`src/rtl/booth_pkg.sv`:
```
package booth_pkg;
  // one select line per nonzero candidate; all low means a zero row
  typedef struct packed {
    logic pos1;
    logic pos2;
    logic neg2;
    logic neg1;
  } bsel_t;

  localparam int unsigned SEL_W = $bits(bsel_t);
endpackage

```
`src/rtl/booth_neg.sv`:
```
module booth_neg #(
  parameter int unsigned W = 8
) (
  input  logic [W-1:0] a,
  output logic [W:0]   nega
);
  // bit k of -a flips a[k] when any lower bit of a is set
  logic [W-1:0] any_below;

  assign any_below[0] = 1'b0;

  generate
    for (genvar k = 1; k < W; k++) begin : g_below
      assign any_below[k] = |a[k-1:0];
    end
    for (genvar k = 0; k < W; k++) begin : g_bit
      assign nega[k] = a[k] ^ any_below[k];
    end
  endgenerate

  // sign-extension bit equals a[W-1], so the top bit reduces to this
  assign nega[W] = ~a[W-1] & any_below[W-1];
endmodule

```
`src/rtl/booth_slice.sv`:
```
module booth_slice
  import booth_pkg::*;
#(
  parameter int unsigned W       = 8,
  parameter bit          REDUCED = 1'b0,
  localparam int unsigned GW     = REDUCED ? 2 : 3,
  localparam int unsigned PPW    = W + 2
) (
  input  logic [W-1:0]   a,
  input  logic [W:0]     nega,
  input  logic [GW-1:0]  grp,
  output bsel_t          sel,
  output logic [PPW-1:0] pp
);
  logic [PPW-1:0] c_pos1, c_pos2, c_neg1, c_neg2;

  generate
    if (REDUCED) begin : g_low
      // grp = {b1, b0}; the bit below b0 is a constant zero
      assign sel.pos1 = grp[0] & ~grp[1];
      assign sel.pos2 = 1'b0;
      assign sel.neg2 = ~grp[0] & grp[1];
      assign sel.neg1 = grp[0] & grp[1];
    end else begin : g_full
      // grp = {b[2i+1], b[2i], b[2i-1]}
      logic lo_diff;
      assign lo_diff  = grp[0] ^ grp[1];
      assign sel.pos1 = lo_diff & ~grp[2];
      assign sel.pos2 = grp[0] & grp[1] & ~grp[2];
      assign sel.neg2 = ~grp[0] & ~grp[1] & grp[2];
      assign sel.neg1 = lo_diff & grp[2];
    end
  endgenerate

  // candidates widened to the row width by sign extension
  assign c_pos1 = {{2{a[W-1]}}, a};
  assign c_pos2 = {a[W-1], a, 1'b0};
  assign c_neg1 = {nega[W], nega};
  assign c_neg2 = {nega, 1'b0};

  assign pp = ({PPW{sel.pos1}} & c_pos1) |
              ({PPW{sel.pos2}} & c_pos2) |
              ({PPW{sel.neg2}} & c_neg2) |
              ({PPW{sel.neg1}} & c_neg1);
endmodule

```
`src/rtl/booth_sum.sv`:
```
module booth_sum #(
  parameter int unsigned W   = 8,
  localparam int unsigned NG  = W / 2,
  localparam int unsigned PPW = W + 2,
  localparam int unsigned SW  = 2 * W
) (
  input  logic [NG*PPW-1:0] pp_flat,
  output logic [SW-1:0]     sum
);
  logic [SW-1:0] row [NG];
  logic [SW-1:0] ss  [NG];
  logic [SW-1:0] cc  [NG];

  generate
    for (genvar j = 0; j < NG; j++) begin : g_row
      logic [PPW-1:0] ppj;
      logic [SW-1:0]  ext;
      assign ppj    = pp_flat[j*PPW +: PPW];
      assign ext    = {{(SW-PPW){ppj[PPW-1]}}, ppj};
      assign row[j] = ext << (2 * j);
    end

    // carry-save chain: rows 0 and 1 seed it, each later row adds a 3:2 stage
    assign ss[1] = row[0];
    assign cc[1] = row[1];
    assign ss[0] = '0;
    assign cc[0] = '0;
    for (genvar j = 2; j < NG; j++) begin : g_csa
      assign ss[j] = ss[j-1] ^ cc[j-1] ^ row[j];
      assign cc[j] = ((ss[j-1] & cc[j-1]) |
                      (ss[j-1] & row[j])  |
                      (cc[j-1] & row[j])) << 1;
    end
  endgenerate

  assign sum = ss[NG-1] + cc[NG-1];
endmodule

```
`src/rtl/booth_mul_r4.sv`:
```
module booth_mul_r4
  import booth_pkg::*;
#(
  parameter int unsigned W = 8,
  localparam int unsigned NG  = W / 2,
  localparam int unsigned PPW = W + 2,
  localparam int unsigned SW  = 2 * W,
  localparam int unsigned PW  = 2 * W - 1
) (
  input  logic          clk,
  input  logic          rst_n,
  input  logic          in_valid,
  output logic          in_ready,
  input  logic [W-1:0]  a,
  input  logic [W-1:0]  b,
  output logic          out_valid,
  input  logic          out_ready,
  output logic [PW-1:0] prod,
  output logic          ovf
);
  logic [W:0]            nega;
  logic [NG*PPW-1:0]     pp_flat;
  logic [NG*SEL_W-1:0]   sel_flat;
  logic [SW-1:0]         sum;
  logic                  take;

  booth_neg #(.W(W)) u_neg (
    .a    (a),
    .nega (nega)
  );

  generate
    for (genvar g = 0; g < NG; g++) begin : g_slice
      bsel_t sel_g;
      if (g == 0) begin : g_lo
        booth_slice #(.W(W), .REDUCED(1'b1)) u_slice (
          .a    (a),
          .nega (nega),
          .grp  (b[1:0]),
          .sel  (sel_g),
          .pp   (pp_flat[0 +: PPW])
        );
      end else begin : g_hi
        booth_slice #(.W(W), .REDUCED(1'b0)) u_slice (
          .a    (a),
          .nega (nega),
          .grp  (b[2*g+1 : 2*g-1]),
          .sel  (sel_g),
          .pp   (pp_flat[g*PPW +: PPW])
        );
      end
      assign sel_flat[g*SEL_W +: SEL_W] = sel_g;
    end
  endgenerate

  booth_sum #(.W(W)) u_sum (
    .pp_flat (pp_flat),
    .sum     (sum)
  );

  assign in_ready = ~out_valid | out_ready;
  assign take     = in_valid & in_ready;

  always_ff @(posedge clk or negedge rst_n) begin
    if (!rst_n) begin
      out_valid <= 1'b0;
      prod      <= '0;
      ovf       <= 1'b0;
    end else if (take) begin
      out_valid <= 1'b1;
      prod      <= sum[PW-1:0];
      ovf       <= sum[SW-1] ^ sum[SW-2];
    end else if (out_ready) begin
      out_valid <= 1'b0;
    end
  end
endmodule

```
`config.mk`:
```
export PLATFORM = sky130hd
export DESIGN_NAME = booth_mul_r4
export DESIGN_NICKNAME = d
export VERILOG_FILES = /design/src/rtl/booth_pkg.sv /design/src/rtl/booth_neg.sv /design/src/rtl/booth_slice.sv /design/src/rtl/booth_sum.sv /design/src/rtl/booth_mul_r4.sv
export SDC_FILE = /design/constraint.sdc
export NUM_CORES = 1
export LEC_CHECK = 0
export ABC_AREA = 1
export BUFFER_PORTS_ARGS = -buffer_cell sky130_fd_sc_hd__buf_2
export CORE_UTILIZATION = 64
export DETAILED_ROUTE_END_ITERATION = 8
export GPL_ROUTABILITY_DRIVEN = 0
export GPL_TIMING_DRIVEN = 0
export PLACE_DENSITY = 0.86
export SETUP_SLACK_MARGIN = 0.2
export SLEW_MARGIN = 30
export SYNTH_ARGS = -nofsm -noshare
export SYNTH_HDL_FRONTEND = slang
export SYNTH_SLANG_ARGS = --single-unit
```
`constraint.sdc`:
```
create_clock -name clk -period 2.7 [get_ports clk]
set_input_delay 0.27 -clock clk [delete_from_list [all_inputs] [get_ports clk]]
set_output_delay 0.27 -clock clk [all_outputs]
set_load 0.005 [all_outputs]
```
---- Yosys cells after proc, flatten, opt, wreduce, memory -nomap -nowiden ----
Cells that the tools add are included.
storage, ports and cells
  register bits after elaboration ......... 17
  input bits .............................. 20
  output and inout bits ................... 18
  logic and storage cells ................. 98
operators by class
  add/sub/neg operators ................... 1
  muxes and demuxes ....................... 2
  bitwise operators ....................... 85
  reduce and logical (&&, ||, !) cells .... 7
operators with widths
  kind               number
  $and 10x10->10     15
  $or 10x10->10      11
  $and 15x15->15     6
  $xor 16x16->16     4
  $or 15x15->15      4
  $and 1x1->1        23
  $add 16x16->16     1
  $xor 1x1->1        11
  $not 1->1          10
  $reduce_or 7->1    1
  $reduce_or 6->1    1
  $reduce_or 5->1    1
  $reduce_or 4->1    1
  $reduce_or 3->1    1
  $mux 1             2
  $reduce_bool 2->1  1
  $reduce_or 2->1    1
  $or 1x1->1         1

---- Logic depth before layout (Yosys ltp) ----
  depth in word-level cells ............... 14
  mapped depth ............................ 27
  gate-level depth less buffers ........... 27

---- Cells and area by module ----
A second synthesis with hierarchy kept.
second synthesis, totals
  cells, all modules ...................... 636
  area, all modules ....................... 3860.0 um2
modules (own cells, without submodules)
  module                                      times used  cells each  area each (um2)  sequential area each (um2)
  booth_sum                                   1           194         1308.8           0.0
  booth_slice at g_slice[1].g_hi.u_slice ...  2           97          476.7            0.0
  booth_mul_r4                                1           80          713.2            425.4
  booth_slice at g_slice[3].g_hi.u_slice      1           97          471.7            0.0
  booth_slice at g_slice[0].g_lo.u_slice      1           48          265.3            0.0
  booth_neg                                   1           23          147.6            0.0

---- Worst setup path after synthesis ----
OpenSTA, ideal clock, no wires.
  kind .................................... input-to-reg
  start ................................... in a[1]
  end ..................................... reg ovf
  setup time .............................. 118 ps
  arrival time ............................ 3831 ps
  data required time ...................... 2582 ps
  path slack .............................. -1249 ps
  stages .................................. 25
  buffers on the path ..................... 0
  cell sequence ........................... inv_1 > ha_1 > nand2_1 > nor2_2 > nand4_2 > ha_1 > inv_1 > o21ai_0 > a21oi_1 > inv_1 > fa_1 > inv_1 > fa_1 > inv_1 > ha_1 > nand2_1 > inv_1 > a21oi_1 > nand2_1 > nor2_1 > nand2_2 > nand2_1 > nand2_1 > nand3_1 > nand2_1
on the way
  longest elaborated chain between the ends .. 13
  elaborated cells on any way between the ends .. 56
  classes of those cells .................. add/sub (1); bitwise (49); reduce/logical (6)
RTL lines
  item                                               line                              source
  from (decl)                                        booth_mul_r4.sv:14                input logic [W-1:0] a,
  $reduce_or 7->1, or another cell as far along      booth_neg.sv:14                   assign any_below[k] = |a[k-1:0];
  $xor 1x1->1 / $and 1x1->1 (equally long branches)  booth_neg.sv:17, booth_neg.sv:22
  $and 10x10->10                                     booth_slice.sv:43                 ({PPW{sel.neg2}} & c_neg2) |
  $or 10x10->10                                      booth_slice.sv:42                 ({PPW{sel.pos2}} & c_pos2) |
  $or 10x10->10                                      booth_slice.sv:43
  $and 15x15->15, on equally long branches           booth_sum.sv:30, booth_sum.sv:31
  $or 15x15->15                                      booth_sum.sv:30                   assign cc[j] = ((ss[j-1] & cc[j-1]) |
  $or 15x15->15                                      booth_sum.sv:31                   (ss[j-1] & row[j]) |
  $and 15x15->15                                     booth_sum.sv:30
  $or 15x15->15                                      booth_sum.sv:30
  $or 15x15->15                                      booth_sum.sv:31
  $add 16x16->16 *                                   booth_sum.sv:36                   assign sum = ss[NG-1] + cc[NG-1];
  $xor 1x1->1 *                                      booth_mul_r4.sv:72                ovf <= sum[SW-1] ^ sum[SW-2];
  to (signal assigned)                               booth_mul_r4.sv:72
  to (decl)                                          booth_mul_r4.sv:19                output logic ovf
Mark *: on every way between the ends. The rest lies on a longest branch, timed or not.
A chain may end at the register's enable or synchronous reset.

---- Final worst setup path ----
Same ends and word-level chain as after synthesis.

==> results.json <==
{
  "drv_slew": 0,
  "start_util": 0.674,
  "worst_slew_pin_slew_ns": 0.520,
  "synth_cells": 392,
  "drive_gt1_frac": 0.350,
  "yosysTopAreaCell": "dfrtp_1",
  "hold_violations": 0,
  "grt_pass1_vias": 2999,
  "wl_met2_um": 4990,
  "core_area_sq_mm": 0.00403,
  "antenna_cells": 0,
  "yosysWarnings": 0,
  "ant_nets": 0,
  "slowest_delay_ns": 0.56,
  "clkSinkCount": 17,
  "nFillCells": 171,
  "wl_um": 11200,
  "htree_levels": 1,
  "dieArea_sq_mm": 0.00451,
  "worst_clock_skew_ns": 0.00639,
  "clock_path_buffers": 2,
  "failed_checks": "DRC, setup timing",
  "timing.hold.ws_ns": 0.332,
  "drtPass1Iterations": 9,
  "grt_max_degree": 18,
  "post-route-min-period_ns": 3.94,
  "ys_async_sr_fraction": 1.00,
  "synth_cell_type_count": 31,
  "ir_drop_v": 0.000873,
  "yosys-top-cells-area": "dfrtp_1 (16%), nand2_1 (15%), fa_1 (15%)",
  "netlist_area_sq_mm": 0.00272,
  "utilization": 0.908,
  "insertion_delay_ns": 0.25,
  "die_h_um": 67.1,
  "cp.buffers_inverters": 5,
  "slew_headroom": 0.653,
  "synth_flop_cell": "dfrtp_1",
  "arrival_ns": 4.08,
  "grt_use_total": 0.420,
  "synth-edff-count": 0,
  "power.density_mw_per_mm2": 811,
  "syn_area_per_cell_sq_um": 6.93,
  "grt-ovfl-total": 0,
  "drc": 128,
  "max_freq_mhz": 254,
  "dp_hpwl_um": 6340,
  "path_cells": "buf_8 -> clkinvlp_4 -> ha_4 -> nand2_4 -> nor2_4 -> nand4_4 -> ha_4 -> buf_4 -> o221ai_2 -> inv_1 -> fa_1 -> inv_2 -> fa_1 -> ha_4 -> nand2_1 -> nor2_4 -> nand2_1 -> a21oi_2 -> nor2_1 -> nand2_2 -> nand3_1 -> nand3_1 -> nand2_1",
  "die_x_um": 67.1,
  "antenna_found_initial": 0,
  "seqCellArea_sq_um": 425,
  "cts_made_buffers": 3,
  "syn-num-nets": 459,
  "vias": 3445,
  "fin_ws_ns": -1.24,
  "nets": 522,
  "finalCritPeriodShare": 1.46,
  "avgViaCountPerCell": 6.84,
  "seq_area_frac_synth": 0.157,
  "holdCritPathClass": "input pin to flop",
  "synthToLayoutAreaGrowth_pct": 34.8,
  "rows": 23,
  "path_clk_slew_ns": 0.07,
  "synth_seq_cells": 17,
  "end_kind": "flop",
  "drt_iter0_drc": 869,
  "port_buffers": 37,
  "p_total_mw": 2.97,
  "p_leak_nw": 1.86,
  "status": "complete, but fails checks",
  "setup_viol": 11,
  "crit_type": "input pin to flop",
  "wl_per_cell_um": 22.2,
  "root_buffer": "clkbuf_8",
  "met1Wirelength_um": 3660,
  "critPathLaunchType": "input pin",
  "worstPathRequired_ns": 2.84,
  "wl_met3_um": 1460,
  "drv_cap": 0,
  "multi_input_area_sq_mm": 0.00242,
  "crit_family": "adder cells",
  "highest_layer": "met4",
  "cts_tree": "built",
  "rsz0062_at_grt": "true",
  "grt_pass1_wl_um": 14000,
  "crit_path_top_delay_cell": "fa_1",
  "io-pin-count": 38,
  "synth_top_area_frac": 0.157,
  "cp_max_fo": 5
}
-- state kept, by name (all words and copies together) (netlist names) --
name and flops:
ovf 1, prod 15, out_valid 1
-- cell usage after synthesis (2+ instances only) --
cell and count:
a21oi_1 17, xor2_1 5, inv_2 3, a221oi_1 10, fa_1 20, o21ai_0 27, dfrtp_1 17, a31oi_1 2
o22ai_1 14, o221ai_1 7, nand3_1 14, o21bai_1 2, nor2_2 2, nand4_1 2, clkbuf_1 2, nand2_1 108
inv_1 81, nor2_1 11, o21ai_1 2, xnor2_1 3, a21oi_2 3, nand2_2 3, o2111ai_1 3, ha_1 27
-- kinds of logic after synthesis --
logic type	synth area share
AND/OR/NAND/NOR	0.216
AO/OA/AOI/OAI	0.210
buffers and inverters	0.120
adder cells (fa/ha/maj)	0.272
flip-flops	0.157
XOR/XNOR	0.0258
-- stage by stage --
stage	TNS (ns)	cells	cell area, sq um	setup WS, ns
detailed placement	-14.06	479	3150	-1.50
CTS	-8.08	495	3440	-0.925
global route	-12.77	504	3660	-1.48
global placement	-13.09	479	3150	-1.42
floorplan	-7.45	392	2900	-0.873
finish	-10.97	504	3660	-1.24
-- power by group --
group	internal (mW)	switching (mW)	leakage, nW	total, mW
registers	0.355	0.0560	0.209	0.411
logic	0.999	1.37	1.63	2.37
clock network	0.105	0.0856	0.0228	0.190
-- path summary, 6_finish.rpt --
path | startpoint | to | slack, ns | cells after the start
max in group asynchronous | rst_n | prod[12] | 1.95 | 2
min in group asynchronous | rst_n | prod[3] | 0.47 | 2
worst min-delay path | b[0] | prod[0] | 0.33 | 3
worst max-delay path | a[1] | ovf | -1.24 | 23
worst max register to register | out_valid | prod[12] | 1.14 | 5
worst min register to register | prod[13] | prod[13] | 0.48 | 2
-- metal layers --
layer / global-route usage / vias up
met1: 0.511 / 1548
met2: 0.678 / 332
met4: 0.186 / 0
met5: 0 / -
li1: - / 1416
met3: 0.133 / 149
-- worst reg2reg max path, delay by kind of cell (launching register included) --
family | cells | cell delay (ns)
buf+inv | 1 | 0.46
flops | 1 | 0.36
simple gates | 4 | 0.67
-- repair_timing --
item / 4_1_cts / 5_1_grt
buffers inserted: 11 / 9
hold endpoints to repair: 17 / 0
endpoints found under the setup margin: 12 / 12
pin swaps: 30 / 27
hold buffers: 1 / 0
gates resized for setup: 48 / 33
cloned: 0 / 0
-- layout make-up --
cell class | instances | area share
Multi-Input combinational cell | 288 | 0.663
Sequential cell | 17 | 0.116
Tap cell | 50 | 0.0171
Timing Repair Buffer | 58 | 0.0988
Clock buffer | 4 | 0.0123
Inverter | 85 | 0.0909
Buffer | 2 | 0.00205
-- cell usage in the layout (no fill, tap or decap), types with 2 or more instances in the layout --
cell type    n
a21oi_1      7
a21oi_2     12
a221oi_1     3
a221oi_2     6
buf_2       35
buf_4       20
clkbuf_1     3
clkbuf_8     3
clkinvlp_4   2
dfrtp_1     17
fa_1        19
ha_1        12
ha_4        15
inv_1       65
inv_2       15
inv_4        2
nand2_1     86
nand2_2     21
nand2_4      4
nand3_1     11
nand3_2      3
nand4_1      2
nor2_1       7
nor2_4       5
o2111ai_1    3
o21ai_0     18
o21ai_1      6
o21ai_2      5
o21bai_1     2
o221ai_1     6
o22ai_1     13
xnor2_1      3
xor2_1       5
(Power assumes the default switching activity.)
